$ cat config.mk
export PLATFORM = sky130hd
export DESIGN_NAME = dma_chan_csr
export DESIGN_NICKNAME = d
export VERILOG_FILES = /design/src/rtl/dma_csr_pkg.sv /design/src/rtl/dma_csr_chan.sv /design/src/rtl/dma_csr_bus.sv /design/src/rtl/dma_chan_csr.sv
export SDC_FILE = /design/constraint.sdc
export NUM_CORES = 1
export LEC_CHECK = 0
export CAP_MARGIN = 5
export CORE_MARGIN = 2
export CORE_UTILIZATION = 45
export DETAILED_ROUTE_END_ITERATION = 12
export PLACE_DENSITY_LB_ADDON = 0.1
export SYNTH_ARGS = -nofsm -noshare
export SYNTH_HDL_FRONTEND = slang
export SYNTH_SLANG_ARGS = --single-unit
$ cat constraint.sdc
create_clock -name clk_i -period 1.84 [get_ports clk_i]
set_input_delay 0.368 -clock clk_i [delete_from_list [all_inputs] [get_ports clk_i]]
set_output_delay 0.368 -clock clk_i [all_outputs]
set_load 0.1 [all_outputs]
$ cat src/rtl/dma_csr_pkg.sv
package dma_csr_pkg;
  localparam int B_BUSERR  = 0;
  localparam int B_START   = 1;
  localparam int B_END     = 2;
  localparam int B_STOP    = 3;
  localparam int B_RAS     = 4;
  localparam int B_REQPEND = 8;
  localparam int B_EOR     = 9;
  localparam int B_CMP     = 10;
  localparam int B_MASKRUN = 22;
  localparam int B_RASIE   = 23;
  localparam int B_CLRCMP  = 24;
  localparam int B_SETCMP  = 25;
  localparam int B_EORSTOP = 26;
  localparam int B_EORJMP  = 27;
  localparam int B_EORIE   = 28;
  localparam int B_STOPIE  = 29;
  localparam int B_NOFETCH = 30;
  localparam int B_RUN     = 31;

  localparam logic [31:0] STS_KEEP = 32'h0000_061F;
  localparam logic [31:0] W1C_MASK = 32'h0000_0207;
  localparam logic [31:0] CTL_LOAD = 32'hFC80_0000;
  localparam logic [31:0] RST_VAL  = 32'h0000_0008;

  localparam logic [1:0] SIZE_WORD = 2'd2;

  function automatic logic chan_irq(input logic [31:0] w);
    return (w[B_STOP] & w[B_STOPIE]) | (w[B_EOR] & w[B_EORIE]) |
           (w[B_RAS] & w[B_RASIE]) | w[B_START] | w[B_END];
  endfunction
endpackage

$ cat src/rtl/dma_csr_chan.sv
module dma_csr_chan
  import dma_csr_pkg::*;
(
  input  logic        clk_i,
  input  logic        rst_ni,
  input  logic        wr_i,
  input  logic [31:0] wdata_i,
  input  logic        ev_buserr_i,
  input  logic        ev_start_i,
  input  logic        ev_end_i,
  input  logic        ev_stop_i,
  input  logic        ev_ras_i,
  input  logic        ev_eor_i,
  output logic [31:0] csr_o,
  output logic        irq_o,
  output logic        run_o,
  output logic        fetch_o
);
  logic [31:0] csr_q, csr_d;
  logic        fetch_q, fetch_d;

  always_comb begin
    csr_d = csr_q;
    if (wr_i) begin
      csr_d = (csr_q & STS_KEEP & ~(wdata_i & W1C_MASK)) | (wdata_i & CTL_LOAD);
      if (wdata_i[B_RUN])           csr_d[B_STOP] = 1'b0;
      else if (!wdata_i[B_MASKRUN]) csr_d[B_STOP] = 1'b1;
      if (wdata_i[B_CLRCMP]) csr_d[B_CMP] = 1'b0;
      if (wdata_i[B_SETCMP]) csr_d[B_CMP] = 1'b1;
    end
    // events win over a same-cycle write
    if (ev_buserr_i) csr_d[B_BUSERR] = 1'b1;
    if (ev_start_i)  csr_d[B_START]  = 1'b1;
    if (ev_end_i)    csr_d[B_END]    = 1'b1;
    if (ev_ras_i)    csr_d[B_RAS]    = 1'b1;
    if (ev_eor_i)    csr_d[B_EOR]    = 1'b1;
    if (ev_stop_i) begin
      csr_d[B_STOP] = 1'b1;
      csr_d[B_RUN]  = 1'b0;
    end
  end

  assign fetch_d = wr_i & wdata_i[B_RUN] & ~wdata_i[B_NOFETCH];

  always_ff @(posedge clk_i or negedge rst_ni) begin
    if (!rst_ni) begin
      csr_q   <= RST_VAL;
      fetch_q <= 1'b0;
    end else begin
      csr_q   <= csr_d;
      fetch_q <= fetch_d;
    end
  end

  assign csr_o   = csr_q;
  assign irq_o   = chan_irq(csr_q);
  assign run_o   = csr_q[B_RUN];
  assign fetch_o = fetch_q;

  assert_run_clears_stop_R4: assert property (@(posedge clk_i) disable iff (!rst_ni)
    $rose(run_o) |-> !csr_q[B_STOP]);
  assert_fetch_from_write_R4: assert property (@(posedge clk_i) disable iff (!rst_ni)
    fetch_o |-> $past(wr_i));
  assert_start_event_sets_R7: assert property (@(posedge clk_i) disable iff (!rst_ni)
    ev_start_i |=> csr_q[B_START]);
  assert_stop_event_halts_R7: assert property (@(posedge clk_i) disable iff (!rst_ni)
    ev_stop_i |=> (csr_q[B_STOP] && !run_o));
  assert_setcmp_R6: assert property (@(posedge clk_i) disable iff (!rst_ni)
    (wr_i && wdata_i[B_SETCMP]) |=> csr_q[B_CMP]);
endmodule

$ cat src/rtl/dma_csr_bus.sv
module dma_csr_bus
  import dma_csr_pkg::*;
#(
  parameter int NUM_CH = 4,
  parameter int ADDR_W = 8,
  parameter logic [ADDR_W-1:0] SUM_OFS = 'hF0
) (
  input  logic                   clk_i,
  input  logic                   rst_ni,
  input  logic                   req_i,
  input  logic                   we_i,
  input  logic [ADDR_W-1:0]      addr_i,
  input  logic [1:0]             size_i,
  input  logic [NUM_CH-1:0][31:0] csr_i,
  input  logic [NUM_CH-1:0]      dreq_i,
  input  logic [NUM_CH-1:0]      irq_vec_i,
  output logic [NUM_CH-1:0]      wr_o,
  output logic                   ack_o,
  output logic                   err_o,
  output logic [31:0]            rdata_o
);
  localparam int IDX_W = ADDR_W - 2;

  logic              ok;
  logic [IDX_W-1:0]  idx;
  logic [31:0]       rd_val;
  logic              ack_q, err_q;
  logic [31:0]       rdata_q;

  assign ok  = (size_i == SIZE_WORD) && (addr_i[1:0] == 2'b00);
  assign idx = addr_i[ADDR_W-1:2];

  for (genvar c = 0; c < NUM_CH; c++) begin : g_dec
    assign wr_o[c] = req_i & we_i & ok & (idx == IDX_W'(c));
  end

  always_comb begin
    rd_val = '0;
    if (addr_i == SUM_OFS) rd_val = 32'(irq_vec_i);
    for (int c = 0; c < NUM_CH; c++) begin
      if (idx == IDX_W'(c)) begin
        rd_val = csr_i[c];
        rd_val[B_REQPEND] = dreq_i[c];
      end
    end
  end

  always_ff @(posedge clk_i or negedge rst_ni) begin
    if (!rst_ni) begin
      ack_q   <= 1'b0;
      err_q   <= 1'b0;
      rdata_q <= '0;
    end else begin
      ack_q   <= req_i;
      err_q   <= req_i & ~ok;
      rdata_q <= (req_i && !we_i && ok) ? rd_val : 32'h0;
    end
  end

  assign ack_o   = ack_q;
  assign err_o   = err_q;
  assign rdata_o = rdata_q;

  assert_ack_next_R12: assert property (@(posedge clk_i) disable iff (!rst_ni)
    req_i |=> ack_o);
  assert_err_acked_R11: assert property (@(posedge clk_i) disable iff (!rst_ni)
    err_o |-> (ack_o && rdata_o == 32'h0));
  assert_bad_no_write_R11: assert property (@(posedge clk_i) disable iff (!rst_ni)
    (req_i && size_i != SIZE_WORD) |-> (wr_o == '0));
endmodule

$ cat src/rtl/dma_chan_csr.sv
module dma_chan_csr
  import dma_csr_pkg::*;
#(
  parameter int NUM_CH = 4,
  parameter int ADDR_W = 8
) (
  input  logic              clk_i,
  input  logic              rst_ni,
  input  logic              req_i,
  input  logic              we_i,
  input  logic [ADDR_W-1:0] addr_i,
  input  logic [1:0]        size_i,
  input  logic [31:0]       wdata_i,
  output logic              ack_o,
  output logic              err_o,
  output logic [31:0]       rdata_o,
  input  logic [NUM_CH-1:0] ev_buserr_i,
  input  logic [NUM_CH-1:0] ev_start_i,
  input  logic [NUM_CH-1:0] ev_end_i,
  input  logic [NUM_CH-1:0] ev_stop_i,
  input  logic [NUM_CH-1:0] ev_ras_i,
  input  logic [NUM_CH-1:0] ev_eor_i,
  input  logic [NUM_CH-1:0] dreq_i,
  output logic [NUM_CH-1:0] run_o,
  output logic [NUM_CH-1:0] fetch_o,
  output logic              irq_o
);
  logic [NUM_CH-1:0][31:0] csr;
  logic [NUM_CH-1:0]       irq_vec;
  logic [NUM_CH-1:0]       wr;

  dma_csr_bus #(.NUM_CH(NUM_CH), .ADDR_W(ADDR_W)) u_bus (
    .clk_i, .rst_ni, .req_i, .we_i, .addr_i, .size_i,
    .csr_i(csr), .dreq_i, .irq_vec_i(irq_vec),
    .wr_o(wr), .ack_o, .err_o, .rdata_o
  );

  for (genvar c = 0; c < NUM_CH; c++) begin : g_ch
    dma_csr_chan u_ch (
      .clk_i, .rst_ni,
      .wr_i(wr[c]), .wdata_i,
      .ev_buserr_i(ev_buserr_i[c]), .ev_start_i(ev_start_i[c]),
      .ev_end_i(ev_end_i[c]), .ev_stop_i(ev_stop_i[c]),
      .ev_ras_i(ev_ras_i[c]), .ev_eor_i(ev_eor_i[c]),
      .csr_o(csr[c]), .irq_o(irq_vec[c]),
      .run_o(run_o[c]), .fetch_o(fetch_o[c])
    );
  end

  assign irq_o = |irq_vec;

  assert_end_unconditional_R8: assert property (@(posedge clk_i) disable iff (!rst_ni)
    (ev_end_i != '0) |=> irq_o);
  assert_fetch_onehot_R4: assert property (@(posedge clk_i) disable iff (!rst_ni)
    $onehot0(fetch_o));
endmodule

### After elaboration in Yosys (flattened, before gate mapping)

Index checks and enable logic that the tools add are counted.

| word-level totals | value |
|---|---|
| bits in registers | 166 |
| input bits | 74 |
| output and inout bits | 43 |

| operators by class | value |
|---|---|
| eq/ne operators | 5 |
| multiplexer cells | 54 |
| bitwise logic cells | 54 |
| reductions and logical operators | 31 |

Operators with widths:

| cell | count |
|---|---|
| $mux W32 | 9 |
| $and A11 B32 Y32 | 4 |
| $or A32 B32 Y32 | 4 |
| $reduce_bool A2 Y1 | 24 |
| $mux W1 | 44 |
| $not A10 Y32 | 1 |
| $and A1 B1 Y1 | 27 |
| $or A1 B1 Y1 | 16 |
| $eq A6 B2 Y1 const B | 2 |
| $eq A8 B8 Y1 const B | 1 |
| $eq A6 B1 Y1 const B | 1 |
| $logic_not A6 Y1 | 1 |
| $mux W4 | 1 |
| $reduce_or A4 Y1 | 1 |
| $logic_and A1 B1 Y1 | 3 |
| $eq A2 B2 Y1 const B | 1 |
| $logic_not A2 Y1 | 1 |
| $not A1 Y1 | 2 |
| $logic_not A1 Y1 | 1 |

### Logic depth before layout (Yosys ltp)

Gate-level depths: netlist (run 1).

| depth | value |
|---|---|
| depth after elaboration | 11 |
| depth in mapped cells | 7 |

### Hierarchy

From an unflattened synthesis (run 1), not the netlist that was laid out.

| unflattened totals | value |
|---|---|
| cell total of the unflattened synthesis | 463 |
| area, all modules | 4885.9 um^2 |

Modules (own cells, without submodules):

| module | times used | cells each | area an instance (um^2) |
|---|---|---|---|
| dma_csr_chan | 4 | 63 | 721.9 |
| dma_csr_bus | 1 | 210 | 1990.7 |
| dma_chan_csr | 1 | 1 | 7.5 |

### Worst setup path before layout (run 1)

OpenSTA, ideal clock, no wires.

| timing | value |
|---|---|
| path kind | in2reg |
| start point | in size_i[0] |
| end point | reg g_ch[2].u_ch.csr_q[29] |
| library setup time | 0.127 ns |
| data arrival time | 1.973 ns |
| data required time | 1.713 ns |
| slack | -0.261 ns |
| cell stages on the path | 5 |
| cells stage by stage | or4b_1 -> buf_2 -> nor4_4 -> buf_6 -> mux2_1 |

| between the ends | value |
|---|---|
| word-level cells in the longest chain between the ends | 4 |

RTL lines:

| item | RTL line | RTL |
|---|---|---|
| start: declaration | dma_chan_csr.sv:12 | `input logic [1:0] size_i,` |
| $eq A2 B2 Y1 | dma_csr_bus.sv:30 | `assign ok = (size_i == SIZE_WORD) && (addr_i[1:0] == 2'b00);` |
| $logic_and A1 B1 Y1 | dma_csr_bus.sv:30 |  |
| $and A1 B1 Y1 (2 in series) | dma_csr_bus.sv:34 | `assign wr_o[c] = req_i & we_i & ok & (idx == IDX_W'(c));` |
| end signal: assignment | dma_csr_chan.sv:50 | `csr_q <= csr_d;` |
| end: declaration | dma_csr_chan.sv:19 | `logic [31:0] csr_q, csr_d;` |

No other way between the ends.
A chain may end at the register's enable or synchronous reset.

### Worst setup path in the final report (run 1)

| timing | value |
|---|---|
| start point | reg g_ch[3].u_ch.csr_q[23] |
| end point | out irq_o |

| between the ends | value |
|---|---|
| word-level cells in the longest chain between the ends | 5 |

RTL lines:

| item | RTL line | RTL |
|---|---|---|
| start: declaration | dma_csr_chan.sv:19 |  |
| start signal: assignment | dma_csr_chan.sv:50 |  |
| $and A1 B1 Y1 | dma_csr_pkg.sv:30 | `(w[B_RAS] & w[B_RASIE]) \| w[B_START] \| w[B_END];` |
| $or A1 B1 Y1 | dma_csr_pkg.sv:29 | `return (w[B_STOP] & w[B_STOPIE]) \| (w[B_EOR] & w[B_EORIE]) \|` |
| $or A1 B1 Y1 (2 in series) | dma_csr_pkg.sv:30 |  |
| $reduce_or A4 Y1 | dma_chan_csr.sv:50 | `assign irq_o = \|irq_vec;` |
| end: declaration | dma_chan_csr.sv:26 | `output logic irq_o` |

No other way between the ends.

==> flow_summary.ini, run 1 <==
[sta]
finalSetupViolations = 7
final.setup.worst_slack_ns = -0.377
fin_tns_setup_ns = -0.488
rsz0062_at_grt = yes
clock.fmax_mhz = 451
maxSlewViolCount = 0
finalCritPeriodShare_pct = 120
finClkSkew_ns = 0.0123
hold_viol_final = 0
finalCriticalPeriod_ns = 2.22

[logic_synthesis]
synthCells = 325
synth_top_family_by_area = simple AND/OR/NAND/NOR gates
yosysMostFrequentCell = dfrtp_1
synth-seq-area-share_pct = 52.5
synthArstFlopShare_pct = 100
syn_area_per_cell_um2 = 11.3
synth-adder-area-share_pct = 0
yosysTopAreaCell = dfrtp_1
mappedNetlistArea_um2 = 3680
yosysTopAreaCellShare_pct = 49.7
synth-edff-count = 0
synth.area.top_cells = dfrtp_1, mux2_2, buf_4, a21o_1, nand2_1
synth.distinct_cells = 39
ys_warn_count = 0
synth_compound_area_share_pct = 12.3
synthFlopType = dfrtp_1
synth.area.mux_share_pct = 12.1
synth_xor_area_share_pct = 0
ys_top_cells_by_count = dfrtp_1, mux2_2, nand2_1
ys_ff_latch = 77
synth-simple-area-share_pct = 14.8

[clocking]
cts.htree.levels = 3
cts_tree = built
cts_max_path_buffers = 2
clk_latency_ns = 0.34
cts_made_buffers = 9
path_clk_slew_ns = 0.08
cts-root-buf = clkbuf_8
clkSinkCount = 77

[cells_and_area]
antenna_cells = 0
area_delta_synth_final_pct = 54.1
design_area_um2 = 5670
fin_nets = 540
layout-drive-gt1-share_pct = 39.5

[grt]
antenna_found_initial = 0
grt.total_usage_pct = 24.6
grt_start_max_net_pins = 35
grt_pass1_vias = 3188
grt_pass1_wl_um = 16500
overflow = 0

[power_and_ir_drop]
ir_worst_vdd_mv = 0.450
p_sw_share_pct = 26.4
p_int_uw = 2690
combPwrFrac_pct = 13.8
switchingPower_uw = 964
finalPower_uw = 3650
pwr_density_cell_nw_per_um2 = 645
power.leakage_uw = 0.00248
p_seq_share_pct = 46.6
power.share.clock_pct = 39.5

[setup_path]
setup.worst_path.class = flip-flop to output pin
path_cells = a211oi_2, nand2_1, or4_4, buf_12
crit_path_top_delay_cell = or4_4
critPathLaunchType = flip-flop
cp.required_ns = 1.47
arrival_ns = 1.85
end_kind = output pin
r2r_slack_ns = 0.11
cp_top_family = simple AND/OR/NAND/NOR gates
crit_buf_inv = 1
cp_max_fo = 2
max_stage_delay_ns = 0.56

[detailed_routing]
avgViaCountPerCell = 5.37
vias = 3077
wire_per_inst_um = 18.1
ant_nets = 0
drt_iter0_drc = 210
drtPass1Iterations = 5
routed_wirelength_um = 10400
drc = 0

[run]
cap_violations = 0

[placement]
dpl_cell_area_um2 = 5140
portBuffers = 81
dp_hpwl_um = 7120
post-place-ws_ns = -0.671
gp_congestion = 0.901

[floorplanning]
core_um2 = 7810
die_area_um2 = 8910
num_rows = 32
die_width_um = 94.4
initial_core_util_pct = 47.1
die_h_um = 94.4
ios = 117

[outcome]
status = finished, violations left
violations = negative setup slack

[min_path]
hp-class = input pin to flip-flop
==> layer usage <==
metal | wire [um] | vias to the layer above | track usage (%)
met4 | 235 | 0 | 8.70
met1 | 4400 | 1531 | 32.4
met2 | 5110 | 123 | 41.4
li1 | - | 1401 | -
met3 | 608 | 22 | 3.99
met5 | 0 | - | 0
==> final timing paths <==
check | from | depth (start not counted) | endpoint
min in group asynchronous | rst_ni | 2 | u_bus.rdata_o[10]
worst max register to register | g_ch[2].u_ch.csr_o[4] | 9 | u_bus.rdata_o[2]
worst min-delay path | size_i[0] | 3 | u_bus.err_o
worst min register to register | g_ch[1].u_ch.csr_o[0] | 1 | g_ch[1].u_ch.csr_o[0]
max in group asynchronous | rst_ni | 3 | g_ch[3].u_ch.csr_o[28]
worst max-delay path | g_ch[3].u_ch.csr_o[23] | 4 | irq_o
==> sequential cells by signal, summed over array words and instances, names as in the netlist <==
register / flops
g_ch.u_ch.csr_o: 56
u_bus.rdata_o: 15
g_ch.u_ch.fetch_o: 4
u_bus.ack_o: 1
u_bus.err_o: 1
==> cell type report <==
class / instances / area [um^2]
fillers: 551 / 2140
inverters: 2 / 7.51
well taps: 102 / 128
flip-flops and latches: 77 / 1930
multi-input cells: 219 / 1660
clock buffers: 11 / 141
repair buffers: 157 / 1720
clock inverters: 5 / 82.6
==> what timing repair did <==
item	CTS	global route
endpoints found under the hold margin	24	0
hold buffers	1	0
cloned	2	0
endpoints found under the setup margin	71	47
setup buffers	26	3
pin swaps	12	12
gates resized for setup	62	9
==> cells in the final DEF, fill, tap and decap left out, types with 2 or more instances in the layout <==
cell             instances
dfrtp_1                 73
buf_4                   64
clkdlybuf4s50_1         44
nand2_1                 32
buf_12                  30
mux2_4                  21
a21o_1                  18
nor2_1                  17
conb_1                  17
nor3_1                  16
o22ai_1                 15
mux2_2                  14
clkbuf_8                10
buf_6                    9
nand2b_1                 5
or2_2                    5
mux2i_1                  5
nor4_1                   4
a2bb2oi_1                4
o21ai_0                  4
a22oi_2                  4
nor4_4                   4
a22o_1                   4
buf_2                    4
dfstp_2                  4
a211oi_2                 3
a21oi_1                  3
nand3_1                  2
or4_4                    2
inv_1                    2
nor2b_1                  2
nand3b_1                 2
o31a_1                   2
o41ai_1                  2
o21ai_1                  2
bufinv_16                2
==> power by group through the flow <==
stage / clock network [uW] / registers (uW) / logic, uW
5_1_grt: 1530 / 1710 / 534
3_5_place_dp: 0 / 1740 / 493
3_3_place_gp: 0 / 1740 / 491
2_1_floorplan: 0 / 1760 / 260
6_report: 1440 / 1700 / 506
4_1_cts: 1450 / 1700 / 500
==> logic make-up after synthesis <==
kind of cell,count (synthesis)
other,1
buffers and inverters,45
flip-flops,77
multiplexers,40
AND/OR/NAND/NOR,98
AO/OA/AOI/OAI,64
==> worst register-to-register path, delay by kind of cell, from the launching register on <==
kind	cells	cell delay, ns
buf+inv	5	0.59
compound gates	3	0.48
flops	1	0.41
simple gates	1	0.11
==> per-stage QoR <==
step           hold slack (ns)  util, %  std cells
6_report                 0.416     72.6        573
5_1_grt                  0.426     72.6        573
4_1_cts                  0.412     72.5        574
3_5_place_dp             0.357     65.9        538
3_3_place_gp             0.355     65.9        538
2_1_floorplan           0.0724        -        341
Power figures use the tool's default switching activity.
==> run 2: changes to the inputs <==
CORE_MARGIN = 4   (was 2)
==> flow_summary.ini, run 2 (synthesis results as in run 1) <==
[outcome]
status = finished, violations left
violations = negative setup slack

[sta]
finClkSkew_ns = 0.00905
finalCriticalPeriod_ns = 2.22
hold_viol_final = 0
final.setup.worst_slack_ns = -0.384
clock.fmax_mhz = 450
finalCritPeriodShare_pct = 121
finalSetupViolations = 12
rsz0062_at_grt = yes
whs_ns = 0.417
maxSlewViolCount = 0

[detailed_routing]
drt_iter0_drc = 205
wire_per_inst_um = 18.9
ant_nets = 0
routed_wirelength_um = 10900
drc = 0
drtPass1Iterations = 5
vias = 3120
avgViaCountPerCell = 5.42

[placement]
dp_hpwl_um = 7250
post-place-ws_ns = -0.660
gp_congestion = 0.882
portBuffers = 81

[setup_path]
end_kind = output pin
crit_path_top_delay_cell = or4_4
worstRegToRegCells = 12
cp_max_fo = 2
arrival_ns = 1.86
setup.worst_path.class = flip-flop to output pin
timing.rr.start = g_ch[2].u_ch.csr_o[4]
path_cells = a211oi_2, nand2_1, or4_4, buf_12
cp.required_ns = 1.47
startpoint = g_ch[2].u_ch.csr_o[4]
critPathLaunchType = flip-flop
max_stage_delay_ns = 0.52

[power_and_ir_drop]
ir_worst_vdd_mv = 0.406
pwr_density_cell_nw_per_um2 = 617
power.leakage_uw = 0.00248

[cells_and_area]
final_common_cell = dfrtp_1
largest_reg_flops = 56
final_cell_mix = dfrtp_1, buf_4, clkdlybuf4s50_1
area_delta_synth_final_pct = 56.5
fin_nets = 543
antenna_cells = 0
layout-drive-gt1-share_pct = 42.4

[clocking]
clkSinkCount = 77
cts-root-buf = clkbuf_8
cts_max_path_buffers = 2
cts_tree = built
path_clk_slew_ns = 0.08
cts_made_buffers = 9
clk_latency_ns = 0.35
cts.htree.levels = 3

[floorplanning]
ios = 117
num_rows = 32
initial_core_util_pct = 46.9
die_width_um = 98.4
die_area_um2 = 9680
core_um2 = 7850
die_h_um = 98.4

[min_path]
holdPathStages = 3
min-delay-start = size_i[0]
hp-class = input pin to flip-flop

[grt]
overflow = 0
grt.total_usage_pct = 22.3
antenna_found_initial = 0
grt_pass1_wl_um = 16800
grt_start_max_net_pins = 39
grt_pass1_vias = 3163

[run]
cap_violations = 0
==> run 2: cell types whose count changed in the layout (fill, tap and decap cells not counted), moves of 3 or more <==
cell,change
buf_6,+7
nor3_1,-7
nor3_2,+7
buf_4,-5
nand2_2,+3
==> run 2: final cells by class <==
type                       instances  area, um^2
timing repair buffer             160        1770
clock inverter                     4        55.1
multi-input combinational        219        1710
sequential                        77        1930
clock buffer                      12         155
tap                              102         128
inverter                           2        7.51
fill                             531        2090
==> run 2: stage by stage <==
step | instance area (um^2) | utilization, % | instances | total power (uW) | TNS [ns]
global route | 5760 | 73.3 | 576 | 3690 | -1.49
detailed placement | 5130 | 65.4 | 538 | 2230 | -36.96
floorplan | 3780 | - | 341 | 2020 | -6.19
global placement | 5130 | 65.4 | 538 | 2230 | -34.93
finish | 5760 | 73.3 | 576 | 3550 | -0.743
CTS | 5650 | 72.0 | 572 | 3560 | -0.513
==> run 2: timing repair <==
action                     CTS  global route
resized for setup           57            29
pin swaps                   14            13
cloned                       2             0
buffers inserted            16             5
hold endpoints to repair    20             0
setup endpoints to repair   71            39
hold buffers                 1             0
==> run 2: final timing paths <==
kind | to | slack, ns
worst max-delay path | irq_o | -0.38
worst min-delay path | u_bus.err_o | 0.42
worst max register to register | u_bus.rdata_o[2] | -0.15
worst min register to register | g_ch[1].u_ch.csr_o[0] | 0.49
max in group asynchronous | u_bus.rdata_o[0] | 0.83
min in group asynchronous | g_ch[2].u_ch.fetch_o | 0.47
==> run 2: metal layers <==
| layer | track usage, % | vias up | share of wire (%) |
|---|---|---|---|
| met5 | 0 | - | 0 |
| met4 | 8.19 | 0 | 2.2 |
| met3 | 4.25 | 25 | 7.5 |
| met2 | 37.5 | 175 | 50 |
| met1 | 28.6 | 1521 | 40 |
| li1 | - | 1399 | - |
==> run 2: critical path, delay by kind of cell (launching register included) <==
| kind | cells | cell delay [ns] |
|---|---|---|
| compound gates | 1 | 0.28 |
| simple gates | 2 | 0.64 |
| flops | 1 | 0.41 |
| buf+inv | 1 | 0.19 |
==> run 2: where the power goes <==
part / switching (uW) / internal, uW / total [uW]
clock: 626 / 709 / 1330
sequential: 5.66 / 1700 / 1700
combinational: 330 / 184 / 514
==> run 3: changes to the inputs <==
ABC_AREA = 1   (was unset)
==> flow_summary.ini, run 3 <==
[floorplanning]
die_area_um2 = 10100
core_um2 = 8260
die_width_um = 100
die_h_um = 100
initial_core_util_pct = 46.5
num_rows = 33
ios = 117

[logic_synthesis]
synth-seq-area-share_pct = 50.4
synth-adder-area-share_pct = 0
synth_xor_area_share_pct = 0
yosysTopAreaCellShare_pct = 47.6
syn_area_per_cell_um2 = 8.34
ys_ff_latch = 77
yosysTopAreaCell = dfrtp_1
synth-edff-count = 0
synth.distinct_cells = 28
synthArstFlopShare_pct = 100
synth-simple-area-share_pct = 22.8
synth_top_family_by_area = simple AND/OR/NAND/NOR gates
synth.area.top_cells = dfrtp_1, nand2_1, o21ai_1, buf_4, inv_1
synth_compound_area_share_pct = 13.3
ys_top_cells_by_count = nand2_1, dfrtp_1, o21ai_1
yosysMostFrequentCell = nand2_1
synthCells = 460
synthFlopType = dfrtp_1
ys_warn_count = 0
mappedNetlistArea_um2 = 3840
synth.area.mux_share_pct = 0

[placement]
dp_hpwl_um = 7010
portBuffers = 81
gp_congestion = 0.824

[power_and_ir_drop]
power.leakage_uw = 0.00241
ir_worst_vdd_mv = 0.392
pwr_density_cell_nw_per_um2 = 617

[sta]
maxSlewViolCount = 0
clock.fmax_mhz = 521
finClkSkew_ns = 0.00725
whs_ns = 0.0468
finalCritPeriodShare_pct = 104
fin_tns_setup_ns = -0.0778
final.setup.worst_slack_ns = -0.0778
finalSetupViolations = 1
rsz0062_at_grt = yes
hold_viol_final = 0
finalCriticalPeriod_ns = 1.92

[cells_and_area]
layout-drive-gt1-share_pct = 21.0
final_common_cell = nand2_1
largest_reg_flops = 56
fin_nets = 640
area_delta_synth_final_pct = 38.7
final_cell_mix = nand2_1, dfrtp_1, o21ai_1
antenna_cells = 0

[clocking]
cts_hold_buffers = 0
cts_max_path_buffers = 2
path_clk_slew_ns = 0.08
cts_made_buffers = 9
clkSinkCount = 77
clk_latency_ns = 0.35
cts-root-buf = clkbuf_8
cts.htree.levels = 3
cts_tree = built

[grt]
grt.total_usage_pct = 20.5
grt_start_max_net_pins = 78
grt_pass1_wl_um = 16000
grt_pass1_vias = 3275
overflow = 0
antenna_found_initial = 0

[detailed_routing]
wire_per_inst_um = 14.4
avgViaCountPerCell = 4.92
drc = 0
routed_wirelength_um = 9760
drt_iter0_drc = 240
ant_nets = 0
drtPass1Iterations = 4
vias = 3327

[setup_path]
cp_max_fo = 3
max_stage_delay_ns = 0.41
path_cells = nor2_2, nand2_1, inv_2, nand4_1, or2_4, buf_12
end_kind = output pin
critPathLaunchType = flip-flop
cp.required_ns = 1.47
setup.worst_path.class = flip-flop to output pin
crit_path_top_delay_cell = dfrtp_1
arrival_ns = 1.55

[run]
cap_violations = 0

[outcome]
violations = negative setup slack
status = finished, violations left

[min_path]
hp-class = input pin to asynchronous set/reset pin
## run 3: cell types whose count changed after synthesis, moves of 9 or more
cell,before,now
nor3_1,16,0
o22ai_1,15,0
mux2_2,33,0
clkbuf_1,11,0
o21ai_1,0,55
a21o_1,18,0
a21oi_1,4,26
o21ai_0,6,15
inv_1,2,53
nand2_1,33,119
## run 3: final cells by class
class / instances / area [um^2]
inverter: 58 / 218
sequential: 77 / 1930
timing repair buffer: 119 / 1410
clock inverter: 5 / 36.3
multi-input combinational: 301 / 1460
fill: 694 / 2940
clock buffer: 11 / 131
tap: 105 / 131
## run 3: cell families after synthesis
logic type / after synthesis
simple gates: 185
compound gates: 99
buf+inv: 98
flops: 77
other cells: 1
## run 3: stage by stage
stage	area, um^2	power [uW]	std cells	util (%)	setup WS [ns]
2_1_floorplan	3900	2010	476	-	0.311
3_3_place_gp	5080	2200	651	61.5	-0.0933
3_5_place_dp	5080	2200	651	61.5	-0.122
4_1_cts	5300	3320	674	64.2	-0.0402
5_1_grt	5320	3420	676	64.5	-0.117
6_report	5320	3280	676	64.5	-0.0778
## run 3: report_power, final
group | switching, uW | internal (uW)
registers | 7.08 | 1700
logic | 306 | 154
clock network | 623 | 493
total | 937 | 2350
## run 3: layer usage
layer  vias to the layer above  track usage [%]  part of all wire [%]
li1                       1621                -                     -
met1                      1558             27.8                    43
met2                       128             32.0                    47
met3                        20             3.89                   7.3
met4                         0             9.02                   2.2
met5                         -                0                     0
## run 3: worst max-delay path: cells and delay by family, from the launching register on
kind	cells	cell delay (ns)
AND/OR/NAND/NOR	4	0.57
flip-flops	1	0.41
buffers and inverters	2	0.22
## run 3: final timing paths
check                                            from                    end  slack (ns)  depth (start not counted)
min in group clk_i              g_ch[2].u_ch.csr_o[3]  g_ch[2].u_ch.csr_o[3]        0.48                          2
worst max register to register  g_ch[2].u_ch.csr_o[2]       u_bus.rdata_o[2]        0.50                         10
worst min register to register  g_ch[2].u_ch.csr_o[3]  g_ch[2].u_ch.csr_o[3]        0.48                          2
max in group asynchronous                      rst_ni  g_ch[0].u_ch.csr_o[3]        1.46                          2
worst max-delay path            g_ch[3].u_ch.csr_o[2]                  irq_o       -0.08                          6
worst min-delay path                           rst_ni       u_bus.rdata_o[2]        0.05                          2
## run 3: repair_timing
| item | in CTS | in global routing |
|---|---|---|
| pin swaps | 5 | 5 |
| gates resized for setup | 2 | 4 |
| setup buffers | 7 | 2 |
| hold endpoints to repair | 0 | 0 |
| endpoints found under the setup margin | 1 | 1 |
